$ cat config.mk
export PLATFORM = sky130hd
export DESIGN_NAME = mode_geom_check
export DESIGN_NICKNAME = d
export VERILOG_FILES = /design/src/rtl/mg_pkg.sv /design/src/rtl/mg_decode.sv /design/src/rtl/mg_mult.sv /design/src/rtl/mg_judge.sv /design/src/rtl/mode_geom_check.sv
export SDC_FILE = /design/constraint.sdc
export NUM_CORES = 2
export LEC_CHECK = 0
export CORE_MARGIN = 4
export CORE_UTILIZATION = 60
export DETAILED_ROUTE_END_ITERATION = 16
export PLACE_DENSITY = 0.79
export SYNTH_ARGS = -nofsm -noshare
export SYNTH_HDL_FRONTEND = slang
export SYNTH_SLANG_ARGS = --single-unit
$ cat constraint.sdc
create_clock -name clk -period 30.1 [get_ports clk]
set_input_delay 3.01 -clock clk [delete_from_list [all_inputs] [get_ports clk]]
set_output_delay 3.01 -clock clk [all_outputs]
set_load 0.02 [all_outputs]
$ cat src/rtl/mg_pkg.sv
package mg_pkg;
  typedef enum logic [1:0] {
    PIX_NONE    = 2'd0,
    PIX_RGB565  = 2'd1,
    PIX_XRGB_LE = 2'd2,
    PIX_XRGB_BE = 2'd3
  } pix_fmt_e;
endpackage

$ cat src/rtl/mg_decode.sv
module mg_decode
  import mg_pkg::*;
#(
  parameter int DIM_W = 16,
  parameter int MEM_W = 32
) (
  input  logic             clk,
  input  logic             rst_n,
  input  logic [DIM_W-1:0] ctl_enable,
  input  logic [DIM_W-1:0] ctl_depth,
  input  logic [DIM_W-1:0] ctl_xres,
  input  logic [DIM_W-1:0] ctl_yres,
  input  logic [DIM_W-1:0] ctl_vwidth,
  input  logic [DIM_W-1:0] ctl_xoff,
  input  logic [DIM_W-1:0] ctl_yoff,
  input  logic             be_fb,
  input  logic [MEM_W-1:0] vmem_cfg,
  output logic             s1_ok,
  output pix_fmt_e         s1_fmt,
  output logic [2:0]       s1_bpp,
  output logic [DIM_W-1:0] s1_w,
  output logic [DIM_W-1:0] s1_h,
  output logic [DIM_W-1:0] s1_veff,
  output logic [DIM_W-1:0] s1_xoff,
  output logic [DIM_W-1:0] s1_yoff,
  output logic [MEM_W:0]   s1_lim
);
  function automatic logic [MEM_W:0] pow2_up(input logic [MEM_W-1:0] v);
    logic [MEM_W:0] r;
    r = {{MEM_W{1'b0}}, 1'b1};
    for (int i = 0; i < MEM_W; i++) begin
      if (r < {1'b0, v}) r = r << 1;
    end
    return r;
  endfunction

  pix_fmt_e         fmt_n;
  logic [2:0]       bpp_n;
  logic             ok_n;
  logic [DIM_W-1:0] veff_n;
  logic [MEM_W:0]   lim_n;

  always_comb begin
    fmt_n = PIX_NONE;
    bpp_n = 3'd0;
    if (ctl_depth == DIM_W'(16)) begin
      fmt_n = PIX_RGB565;
      bpp_n = 3'd2;
    end else if (ctl_depth == DIM_W'(32)) begin
      fmt_n = be_fb ? PIX_XRGB_BE : PIX_XRGB_LE;
      bpp_n = 3'd4;
    end
    ok_n   = ctl_enable[0] && (fmt_n != PIX_NONE);
    veff_n = (ctl_vwidth > ctl_xres) ? ctl_vwidth : ctl_xres;
    lim_n  = pow2_up(vmem_cfg);
  end

  always_ff @(posedge clk or negedge rst_n) begin
    if (!rst_n) begin
      s1_ok   <= 1'b0;
      s1_fmt  <= PIX_NONE;
      s1_bpp  <= 3'd0;
      s1_w    <= '0;
      s1_h    <= '0;
      s1_veff <= '0;
      s1_xoff <= '0;
      s1_yoff <= '0;
      s1_lim  <= {{MEM_W{1'b0}}, 1'b1};
    end else begin
      s1_ok   <= ok_n;
      s1_fmt  <= fmt_n;
      s1_bpp  <= bpp_n;
      s1_w    <= ctl_xres;
      s1_h    <= ctl_yres;
      s1_veff <= veff_n;
      s1_xoff <= ctl_xoff;
      s1_yoff <= ctl_yoff;
      s1_lim  <= lim_n;
    end
  end

  // a supported format always carries 2 or 4 bytes per pixel
  assert_fmt_bytes_R2: assert property (@(posedge clk) disable iff (!rst_n)
    (s1_fmt != PIX_NONE) |-> ($countones(s1_bpp) == 1 && s1_bpp != 3'd1));

  // the memory limit is always a single power of two
  assert_lim_pow2_R8: assert property (@(posedge clk) disable iff (!rst_n)
    $countones(s1_lim) == 1);
endmodule

$ cat src/rtl/mg_mult.sv
module mg_mult
  import mg_pkg::*;
#(
  parameter int DIM_W = 16,
  parameter int MEM_W = 32,
  localparam int STR_W = DIM_W + 2,
  localparam int SZ_W  = STR_W + DIM_W
) (
  input  logic             clk,
  input  logic             rst_n,
  input  logic             s1_ok,
  input  pix_fmt_e         s1_fmt,
  input  logic [2:0]       s1_bpp,
  input  logic [DIM_W-1:0] s1_w,
  input  logic [DIM_W-1:0] s1_h,
  input  logic [DIM_W-1:0] s1_veff,
  input  logic [DIM_W-1:0] s1_xoff,
  input  logic [DIM_W-1:0] s1_yoff,
  input  logic [MEM_W:0]   s1_lim,
  output logic             s3_ok,
  output pix_fmt_e         s3_fmt,
  output logic [2:0]       s3_bpp,
  output logic [DIM_W-1:0] s3_w,
  output logic [DIM_W-1:0] s3_h,
  output logic [STR_W-1:0] s3_stride,
  output logic [STR_W-1:0] s3_xb,
  output logic [SZ_W-1:0]  s3_size,
  output logic [SZ_W-1:0]  s3_yb,
  output logic [MEM_W:0]   s3_lim
);
  // stage 2: per-line products
  logic             s2_ok;
  pix_fmt_e         s2_fmt;
  logic [2:0]       s2_bpp;
  logic [DIM_W-1:0] s2_w, s2_h, s2_yoff;
  logic [STR_W-1:0] s2_stride, s2_xb;
  logic [MEM_W:0]   s2_lim;
  logic [STR_W-1:0] stride_n, xb_n;
  logic [SZ_W-1:0]  size_n, yb_n;

  always_comb begin
    stride_n = STR_W'(s1_veff) * STR_W'(s1_bpp);
    xb_n     = STR_W'(s1_xoff) * STR_W'(s1_bpp);
    size_n   = SZ_W'(s2_stride) * SZ_W'(s2_h);
    yb_n     = SZ_W'(s2_yoff) * SZ_W'(s2_stride);
  end

  always_ff @(posedge clk or negedge rst_n) begin
    if (!rst_n) begin
      s2_ok <= 1'b0; s2_fmt <= PIX_NONE; s2_bpp <= 3'd0;
      s2_w <= '0; s2_h <= '0; s2_yoff <= '0;
      s2_stride <= '0; s2_xb <= '0; s2_lim <= '0;
    end else begin
      s2_ok <= s1_ok; s2_fmt <= s1_fmt; s2_bpp <= s1_bpp;
      s2_w <= s1_w; s2_h <= s1_h; s2_yoff <= s1_yoff;
      s2_stride <= stride_n; s2_xb <= xb_n; s2_lim <= s1_lim;
    end
  end

  // stage 3: per-frame products
  always_ff @(posedge clk or negedge rst_n) begin
    if (!rst_n) begin
      s3_ok <= 1'b0; s3_fmt <= PIX_NONE; s3_bpp <= 3'd0;
      s3_w <= '0; s3_h <= '0; s3_stride <= '0; s3_xb <= '0;
      s3_size <= '0; s3_yb <= '0; s3_lim <= '0;
    end else begin
      s3_ok <= s2_ok; s3_fmt <= s2_fmt; s3_bpp <= s2_bpp;
      s3_w <= s2_w; s3_h <= s2_h; s3_stride <= s2_stride; s3_xb <= s2_xb;
      s3_size <= size_n; s3_yb <= yb_n; s3_lim <= s2_lim;
    end
  end

  // stride never falls short of the visible line in bytes
  assert_stride_floor_R3: assert property (@(posedge clk) disable iff (!rst_n)
    s3_stride >= STR_W'(s3_w) * STR_W'(s3_bpp));
endmodule

$ cat src/rtl/mg_judge.sv
module mg_judge
  import mg_pkg::*;
#(
  parameter int DIM_W   = 16,
  parameter int MEM_W   = 32,
  parameter int MIN_DIM = 64,
  localparam int STR_W = DIM_W + 2,
  localparam int SZ_W  = STR_W + DIM_W,
  localparam int OFF_W = SZ_W + 1,
  localparam int END_W = SZ_W + 2,
  localparam int GEO_W = 2 + 3 + 2 * DIM_W + STR_W + SZ_W + OFF_W
) (
  input  logic             clk,
  input  logic             rst_n,
  input  logic             s3_ok,
  input  pix_fmt_e         s3_fmt,
  input  logic [2:0]       s3_bpp,
  input  logic [DIM_W-1:0] s3_w,
  input  logic [DIM_W-1:0] s3_h,
  input  logic [STR_W-1:0] s3_stride,
  input  logic [STR_W-1:0] s3_xb,
  input  logic [SZ_W-1:0]  s3_size,
  input  logic [SZ_W-1:0]  s3_yb,
  input  logic [MEM_W:0]   s3_lim,
  output pix_fmt_e         pix_fmt,
  output logic [2:0]       byte_pp,
  output logic [DIM_W-1:0] vis_w,
  output logic [DIM_W-1:0] vis_h,
  output logic [STR_W-1:0] line_stride,
  output logic [SZ_W-1:0]  frame_bytes,
  output logic [OFF_W-1:0] start_byte,
  output logic             mode_ok,
  output logic             mode_new
);
  logic [OFF_W-1:0] off_n;
  logic [END_W-1:0] end_n;
  logic             ok_n, new_n;
  logic [GEO_W-1:0] geo_n, last_geo;
  logic             seen;
  logic [MEM_W:0]   lim_q;

  always_comb begin
    off_n = OFF_W'(s3_xb) + OFF_W'(s3_yb);
    end_n = END_W'(off_n) + END_W'(s3_size);
    ok_n  = s3_ok && (s3_w >= DIM_W'(MIN_DIM)) && (s3_h >= DIM_W'(MIN_DIM))
            && (end_n <= END_W'(s3_lim));
    geo_n = {s3_fmt, s3_bpp, s3_w, s3_h, s3_stride, s3_size, off_n};
    new_n = ok_n && (!seen || (geo_n != last_geo));
  end

  always_ff @(posedge clk or negedge rst_n) begin
    if (!rst_n) begin
      pix_fmt <= PIX_NONE; byte_pp <= 3'd0; vis_w <= '0; vis_h <= '0;
      line_stride <= '0; frame_bytes <= '0; start_byte <= '0;
      mode_ok <= 1'b0; mode_new <= 1'b0; lim_q <= '0;
    end else begin
      pix_fmt <= s3_fmt; byte_pp <= s3_bpp; vis_w <= s3_w; vis_h <= s3_h;
      line_stride <= s3_stride; frame_bytes <= s3_size; start_byte <= off_n;
      mode_ok <= ok_n; mode_new <= new_n; lim_q <= s3_lim;
    end
  end

  always_ff @(posedge clk or negedge rst_n) begin
    if (!rst_n) begin
      seen     <= 1'b0;
      last_geo <= '0;
    end else if (ok_n) begin
      seen     <= 1'b1;
      last_geo <= geo_n;
    end
  end

  // the change pulse only accompanies a valid mode
  assert_new_needs_ok_R10: assert property (@(posedge clk) disable iff (!rst_n)
    mode_new |-> mode_ok);

  // back-to-back pulses need a differing geometry
  assert_new_differs_R10: assert property (@(posedge clk) disable iff (!rst_n)
    (mode_new && $past(mode_new)) |->
      ({line_stride, frame_bytes, start_byte, vis_w, vis_h, byte_pp} !=
       $past({line_stride, frame_bytes, start_byte, vis_w, vis_h, byte_pp})
       || pix_fmt != $past(pix_fmt)));

  // a valid mode meets the minimum visible size
  assert_min_dim_R6: assert property (@(posedge clk) disable iff (!rst_n)
    mode_ok |-> (vis_w >= DIM_W'(MIN_DIM) && vis_h >= DIM_W'(MIN_DIM)));

  // a valid frame ends inside the memory limit
  assert_fits_R7: assert property (@(posedge clk) disable iff (!rst_n)
    mode_ok |-> (END_W'(start_byte) + END_W'(frame_bytes) <= END_W'(lim_q)));

  // a valid mode has a supported format
  assert_valid_fmt_R2: assert property (@(posedge clk) disable iff (!rst_n)
    mode_ok |-> (pix_fmt != PIX_NONE));
endmodule

$ cat src/rtl/mode_geom_check.sv
module mode_geom_check
  import mg_pkg::*;
#(
  parameter int DIM_W   = 16,
  parameter int MEM_W   = 32,
  parameter int MIN_DIM = 64
) (
  input  logic                 clk,
  input  logic                 rst_n,
  input  logic [DIM_W-1:0]     ctl_enable,
  input  logic [DIM_W-1:0]     ctl_depth,
  input  logic [DIM_W-1:0]     ctl_xres,
  input  logic [DIM_W-1:0]     ctl_yres,
  input  logic [DIM_W-1:0]     ctl_vwidth,
  input  logic [DIM_W-1:0]     ctl_xoff,
  input  logic [DIM_W-1:0]     ctl_yoff,
  input  logic                 be_fb,
  input  logic [MEM_W-1:0]     vmem_cfg,
  output logic [1:0]           pix_fmt,
  output logic [2:0]           byte_pp,
  output logic [DIM_W-1:0]     vis_w,
  output logic [DIM_W-1:0]     vis_h,
  output logic [DIM_W+1:0]     line_stride,
  output logic [2*DIM_W+1:0]   frame_bytes,
  output logic [2*DIM_W+2:0]   start_byte,
  output logic                 mode_ok,
  output logic                 mode_new
);
  localparam int STR_W = DIM_W + 2;
  localparam int SZ_W  = STR_W + DIM_W;

  // asynchronous assert, synchronous release
  logic [1:0] rst_sync;
  logic       rst_int_n;
  always_ff @(posedge clk or negedge rst_n) begin
    if (!rst_n) rst_sync <= 2'b00;
    else        rst_sync <= {rst_sync[0], 1'b1};
  end
  assign rst_int_n = rst_sync[1];

  logic             s1_ok;
  pix_fmt_e         s1_fmt;
  logic [2:0]       s1_bpp;
  logic [DIM_W-1:0] s1_w, s1_h, s1_veff, s1_xoff, s1_yoff;
  logic [MEM_W:0]   s1_lim;

  logic             s3_ok;
  pix_fmt_e         s3_fmt;
  logic [2:0]       s3_bpp;
  logic [DIM_W-1:0] s3_w, s3_h;
  logic [STR_W-1:0] s3_stride, s3_xb;
  logic [SZ_W-1:0]  s3_size, s3_yb;
  logic [MEM_W:0]   s3_lim;
  pix_fmt_e         fmt_o;

  mg_decode #(.DIM_W(DIM_W), .MEM_W(MEM_W)) u_dec (
    .clk(clk), .rst_n(rst_int_n),
    .ctl_enable(ctl_enable), .ctl_depth(ctl_depth), .ctl_xres(ctl_xres),
    .ctl_yres(ctl_yres), .ctl_vwidth(ctl_vwidth), .ctl_xoff(ctl_xoff),
    .ctl_yoff(ctl_yoff), .be_fb(be_fb), .vmem_cfg(vmem_cfg),
    .s1_ok(s1_ok), .s1_fmt(s1_fmt), .s1_bpp(s1_bpp), .s1_w(s1_w),
    .s1_h(s1_h), .s1_veff(s1_veff), .s1_xoff(s1_xoff), .s1_yoff(s1_yoff),
    .s1_lim(s1_lim)
  );

  mg_mult #(.DIM_W(DIM_W), .MEM_W(MEM_W)) u_mul (
    .clk(clk), .rst_n(rst_int_n),
    .s1_ok(s1_ok), .s1_fmt(s1_fmt), .s1_bpp(s1_bpp), .s1_w(s1_w),
    .s1_h(s1_h), .s1_veff(s1_veff), .s1_xoff(s1_xoff), .s1_yoff(s1_yoff),
    .s1_lim(s1_lim),
    .s3_ok(s3_ok), .s3_fmt(s3_fmt), .s3_bpp(s3_bpp), .s3_w(s3_w),
    .s3_h(s3_h), .s3_stride(s3_stride), .s3_xb(s3_xb), .s3_size(s3_size),
    .s3_yb(s3_yb), .s3_lim(s3_lim)
  );

  mg_judge #(.DIM_W(DIM_W), .MEM_W(MEM_W), .MIN_DIM(MIN_DIM)) u_jdg (
    .clk(clk), .rst_n(rst_int_n),
    .s3_ok(s3_ok), .s3_fmt(s3_fmt), .s3_bpp(s3_bpp), .s3_w(s3_w),
    .s3_h(s3_h), .s3_stride(s3_stride), .s3_xb(s3_xb), .s3_size(s3_size),
    .s3_yb(s3_yb), .s3_lim(s3_lim),
    .pix_fmt(fmt_o), .byte_pp(byte_pp), .vis_w(vis_w), .vis_h(vis_h),
    .line_stride(line_stride), .frame_bytes(frame_bytes),
    .start_byte(start_byte), .mode_ok(mode_ok), .mode_new(mode_new)
  );

  assign pix_fmt = fmt_o;

  // reset clears the status outputs
  assert_reset_quiet_R11: assert property (@(posedge clk)
    !rst_int_n |-> (!mode_ok && !mode_new));
endmodule

---- Word level (Yosys, flattened, before mapping) ----
Cells that the tools add are included.
storage, ports and cells
  memories kept ........................... 0
  memory bits (read-only) ................. 0
  logic and storage cells ................. 131
  memory bits (writable) .................. 0
  register bits ........................... 670
  input port bits ......................... 147
  latch bits .............................. 0
cells by class
  multipliers ............................. 4
  order comparisons ....................... 36
  shift-type cells ........................ 0
  add/sub/neg operators ................... 2
  bitwise logic cells ..................... 0
  reduce and logical (&&, ||, !) cells .... 8
  mux-type cells .......................... 38
  divide/modulo/power cells ............... 0
  eq/ne operators ......................... 3
operators by type and width
  kind                                                                 number
  two-way mux 33 bit                                                   31
  less-than comparator 33 x 32 -> 1 bit                                30
  inequality test 124 bit                                              1
  adder 35 x 34 -> 36 bit                                              1
  less-or-equal comparator 36 x 33 -> 1 bit                            1
  multiplier 16 x 3 -> 18 bit                                          2
  adder 18 x 34 -> 35 bit                                              1
  multiplier 16 x 18 -> 34 bit                                         1
  multiplier 18 x 16 -> 34 bit                                         1
  greater-or-equal comparator 16 x 7 -> 1 bit (second input constant)  2
  less-than comparator 1 x 32 -> 1 bit (first input constant)          1
  less-than comparator 2 x 32 -> 1 bit                                 1
  equality test 16 x 5 -> 1 bit (second input constant)                1
  equality test 16 x 6 -> 1 bit (second input constant)                1
  greater-than comparator 16 bit                                       1
  two-way mux 16 bit                                                   1
  two-way mux 2 bit                                                    3
  two-way mux 3 bit                                                    2
  logical AND 1 bit                                                    5
  nonzero test 2 bit                                                   1
  zero test 1 bit                                                      1
  logical OR 1 bit                                                     1
  two-way mux 1 bit                                                    1

---- Longest topological paths before layout ----
  depth after elaboration ................. 64
  mapped depth ............................ 447
  gate-level depth less buffers ........... 404

---- Cells and area by module ----
Synthesis repeated with hierarchy kept, for this count alone.
unflattened totals
  cells, all modules ...................... 8399
  area total of the unflattened synthesis .. 72453.2 µm²
modules (own cells, without submodules)
  module           cells each  area each (µm²)  instances
  mg_decode        3995        29343.1          1
  mg_mult          2896        29174.2          1
  mg_judge         1505        13882.1          1
  mode_geom_check  3           53.8             1

---- Least setup slack after synthesis ----
No wires, ideal clock.
  path type ............................... input-to-reg
  start point ............................. in vmem_cfg[5]
  end point ............................... reg u_dec.s1_lim[25]
  cell stages on the path ................. 404
  library setup time ...................... 125 ps
  arrival ................................. 80980 ps
  data required time ...................... 29975 ps
  setup slack ............................. -51005 ps
  path through ............................ inv_1 -> nand4_1 -> nor3_1 -> nand4_1 -> ha_1 -> a21oi_1 -> or4_1 -> ha_1 -> ha_1 -> nand2_1 -> o21ai_1 -> nand3_1 -> a21oi_1 -> inv_1 -> ha_1 -> a2111o_1 -> o211ai_1 -> nor2_1 -> [368 not listed] -> buf_1 -> mux2_2 -> ha_1 -> a21o_1 -> a21o_1 -> a21oi_1 -> nor2b_1 -> o21ai_0 -> nand2b_1 -> a21oi_1 -> nor2b_1 -> o21ai_0 -> o21ai_0 -> a2111oi_0 -> o21ai_1 -> clkbuf_1 -> clkbuf_1 -> mux2_2
between the ends
  word-level cells in the longest chain between the ends .. 64
RTL lines
  element                                RTL line               RTL
  start, declared                        mode_geom_check.sv:18  input logic [MEM_W-1:0] vmem_cfg,
  less-than comparator 1 x 32 -> 1 bit   mg_decode.sv:32        if (r < {1'b0, v}) r = r << 1;
  two-way mux 2 bit                      mg_decode.sv:32
  less-than comparator 2 x 32 -> 1 bit   mg_decode.sv:32
  two-way mux 33 bit                     mg_decode.sv:32
  less-than comparator 33 x 32 -> 1 bit  mg_decode.sv:32
  two-way mux 33 bit                     mg_decode.sv:32
  less-than comparator 33 x 32 -> 1 bit  mg_decode.sv:32
  two-way mux 33 bit                     mg_decode.sv:32
  [49 not listed]                        --
  two-way mux 33 bit                     mg_decode.sv:32
  less-than comparator 33 x 32 -> 1 bit  mg_decode.sv:32
  two-way mux 33 bit                     mg_decode.sv:32
  less-than comparator 33 x 32 -> 1 bit  mg_decode.sv:32
  two-way mux 33 bit                     mg_decode.sv:32
  less-than comparator 33 x 32 -> 1 bit  mg_decode.sv:32
  two-way mux 33 bit (*)                 mg_decode.sv:32
  via u_dec.lim_n[25]                    mg_decode.sv:41        logic [MEM_W:0] lim_n;
  end signal, assigned                   mg_decode.sv:68        s1_lim <= {{MEM_W{1'b0}}, 1'b1};
  end signal, assigned                   mg_decode.sv:78        s1_lim <= lim_n;
  end, declared                          mg_decode.sv:26        output logic [MEM_W:0] s1_lim
The timed path passes the listed nets; every way through them passes the cells marked *.
A chain may end at the register's enable or synchronous reset.

---- Worst setup path after layout ----
  start point ............................. in vmem_cfg[18]
  end point ............................... reg u_dec.s1_lim[17]
The elaborated chain is that of the path after synthesis.

==> results.json <==
{
  "status": "finished, violations left",
  "violations": "negative setup slack",
  "slowest_delay_ps": 470,
  "p_total_w": 0.002040,
  "cts_buffers": 59,
  "synth_edf_count": 0,
  "cp-end-kind": "register",
  "synthDistinctLibCells": 133,
  "syn_avg_cell_area_um2": 9.117,
  "num_rows": 121,
  "gr-total-overflow": 0,
  "synth_cells": 7297,
  "pre_cts_ws_ps": -40170,
  "syn_to_final_growth_pct": 36.21,
  "synth_seq_area_share_pct": 24.38,
  "tns_ps": -1239520,
  "antenna_left": 0,
  "clock_skew_ps": 33.00,
  "antenna_found_initial": 16,
  "min_path_type": "reg2reg",
  "setup_slack_ps": -37860,
  "dominantRegCellSynth": "dfrtp_1",
  "h-tree-depth": 2,
  "core_area_mm2": 0.1095,
  "arrival_ps": 68470,
  "cp_max_fo": 21,
  "p_leak_nw": 46.82,
  "die-area_mm2": 0.1163,
  "clockBufferDepth": 3,
  "grt_start_max_net_pins": 187,
  "drv_cap": 0,
  "synth.area.top_cells": "dfrtp_1 24%, ha_1 16%, fa_1 13%",
  "crit_slowest_cell": "a2111o_1",
  "post-route-min-period_ps": 67960,
  "max_clock_freq_ghz": 0.01472,
  "cellPowerDensity_mw_per_mm2": 22.51,
  "cts_tree": "built",
  "synth-simple-area-share_pct": 15.44,
  "cp-start-kind": "primary input",
  "path_common_cell": "buf_4",
  "yosysTopAreaCell": "dfrtp_1",
  "initial_core_util_pct": 60.78,
  "synth_compound_area_share_pct": 15.97,
  "grt_pass1_wl_um": 393900,
  "first_global_vias": 69140,
  "drive_gt1_share_pct": 31.70,
  "wl_per_cell_um": 24.90,
  "worstMarginPinSlew_ps": 1370,
  "clock-sinks": 648,
  "yosys.area_share.adder_pct": 28.90,
  "rsz0062_at_grt": "yes",
  "io_buffers": 253,
  "synth_xor_area_share_pct": 3.212,
  "fin_util_pct": 82.79,
  "drtIter0Drc": 6929,
  "drcViolationCount": 0,
  "nets": 10560,
  "period_share_pct": 225.8,
  "muxShareOfSynthArea_pct": 5.567,
  "syn_area_mm2": 0.06653,
  "critical_path_class": "in2reg",
  "vias": 67520,
  "synthArstFlopShare_pct": 100.0,
  "hold_viol_final": 0,
  "die_w_um": 341.0,
  "synth.top_cell.area_share_pct": 24.34,
  "cts-root-buf": "clkbuf_16",
  "finalSetupViolations": 33,
  "clk_pin_slew_ps": 90,
  "crit_required_ps": 30610,
  "first_pass_iters": 7,
  "io_pins": 273,
  "viasPerCell": 6.335,
  "drt_wl_total_um": 265400,
  "die_h_um": 341.0,
  "place_congestion": 1.026,
  "maxSlewViolCount": 0,
  "synth_top_family_by_area": "adder cells",
  "grt_use_total_pct": 43.58,
  "yosys_warnings": 0,
  "whs_ps": 332.3,
  "place_hpwl_um": 189200,
  "max_slew_margin_pct": 8.019,
  "vdd_drop_max_v": 0.00004743,
  "clock_latency_ps": 660,
  "synth_seq_cells": 648
}
synth_stat cells, types with 174 or more instances:
cell and count:
a21oi_1 426, and2_1 271, clkbuf_1 226, dfrtp_1 647
fa_1 420, ha_1 864, inv_1 819, mux2_2 174
nand2_1 736, nor2_1 386, o21ai_0 287, xnor2_1 180
per-stage QoR:
step | std cells | cell area (um^2)
2_1_floorplan | 7324 | 68970
3_3_place_gp | 10130 | 81670
3_5_place_dp | 10130 | 81670
4_1_cts | 10560 | 88380
5_1_grt | 10650 | 90600
6_report | 10660 | 90620
what timing repair did:
item	in CTS	in global routing
pin swaps	295	267
setup endpoints to repair	33	33
gates cloned	10	1
hold buffers	0	0
gates resized for setup	518	327
setup buffers	311	110
worst max-delay path, delay by kind of cell:
family                   cells  cell delay, ps
multiplexers                11            2680
adder cells (fa/ha/maj)     31            8540
buffers and inverters       67            9120
AND/OR/NAND/NOR            103           15120
AO/OA/AOI/OAI              164           29690
XOR/XNOR                     1             130
logic make-up after synthesis:
kind of cell	Yosys count
AO/OA/AOI/OAI	1558
XOR/XNOR	244
adder cells (fa/ha/maj)	1285
buffers and inverters	1131
flip-flops	648
multiplexers	335
other	2
AND/OR/NAND/NOR	2094
final cells by class:
type	count	area, um^2
multi-input combinational	5549	50690
inverter	832	3139
antenna	6	15.01
tap	1476	1847
fill	6442	18840
clock buffer	72	1605
clock inverter	36	475.5
sequential	648	16220
timing repair buffer	2040	16630
routing by layer:
metal	GRT usage, %	wire [um]	part of all wire, %	up-vias
met5	0	74	0.028	-
met4	23.92	18820	7.1	12
met3	10.94	31580	12	1328
met2	68.34	116800	44	4562
met1	55.51	98110	37	32700
li1	-	-	-	28920
sequential cells by signal, indices dropped and copies added, names as in the netlist, 17 cells and up:
signal / count
u_jdg.last_geo: 119
u_jdg.start_byte: 34
u_dec.s1_lim: 33
u_jdg.frame_bytes: 33
u_mul.s2_lim: 33
u_mul.s3_lim: 33
u_mul.s3_size: 33
u_mul.s3_yb: 33
u_jdg.line_stride: 17
u_mul.s2_stride: 17
u_mul.s2_xb: 17
u_mul.s3_stride: 17
u_mul.s3_xb: 17
power by group:
part / switching, W / internal (W) / leakage, nW / total [W]
Combinational: 0.000165 / 0.000123 / 37.3 / 0.000288
Clock: 0.000371 / 0.000453 / 1.00 / 0.000825
Sequential: 0.0000323 / 0.000895 / 8.56 / 0.000927
placed cells by master (no fill, tap or decap), drive strengths merged, types with 77 or more instances in the layout:
master            n
a21o            146
a21oi           439
and2            274
buf            1791
clkdlybuf4s50   228
dfrtp           647
fa              420
ha              864
inv             832
mux2            180
mux2i           155
nand2           744
nand3           122
nand4           145
nor2            390
nor3            108
o21ai           361
o21bai           77
xnor2           180
path summary, 6_finish.rpt:
kind	endpoint	start	slack (ps)	cells after the start
hold reg to reg	u_mul.s2_h[11]	u_dec.s1_h[11]	330	0
min in group asynchronous	u_mul.s3_ok	rst_sync[1]	480	0
max in group asynchronous	u_mul.s3_yb[26]	rst_sync[1]	26350	3
hold / removal	u_mul.s2_h[11]	u_dec.s1_h[11]	330	0
setup reg to reg	u_jdg.last_geo[120]	u_mul.s3_xb[1]	18960	39
setup / recovery	u_dec.s1_lim[17]	vmem_cfg[18]	-37860	377
Note: power is estimated with default switching activity, not from simulation.
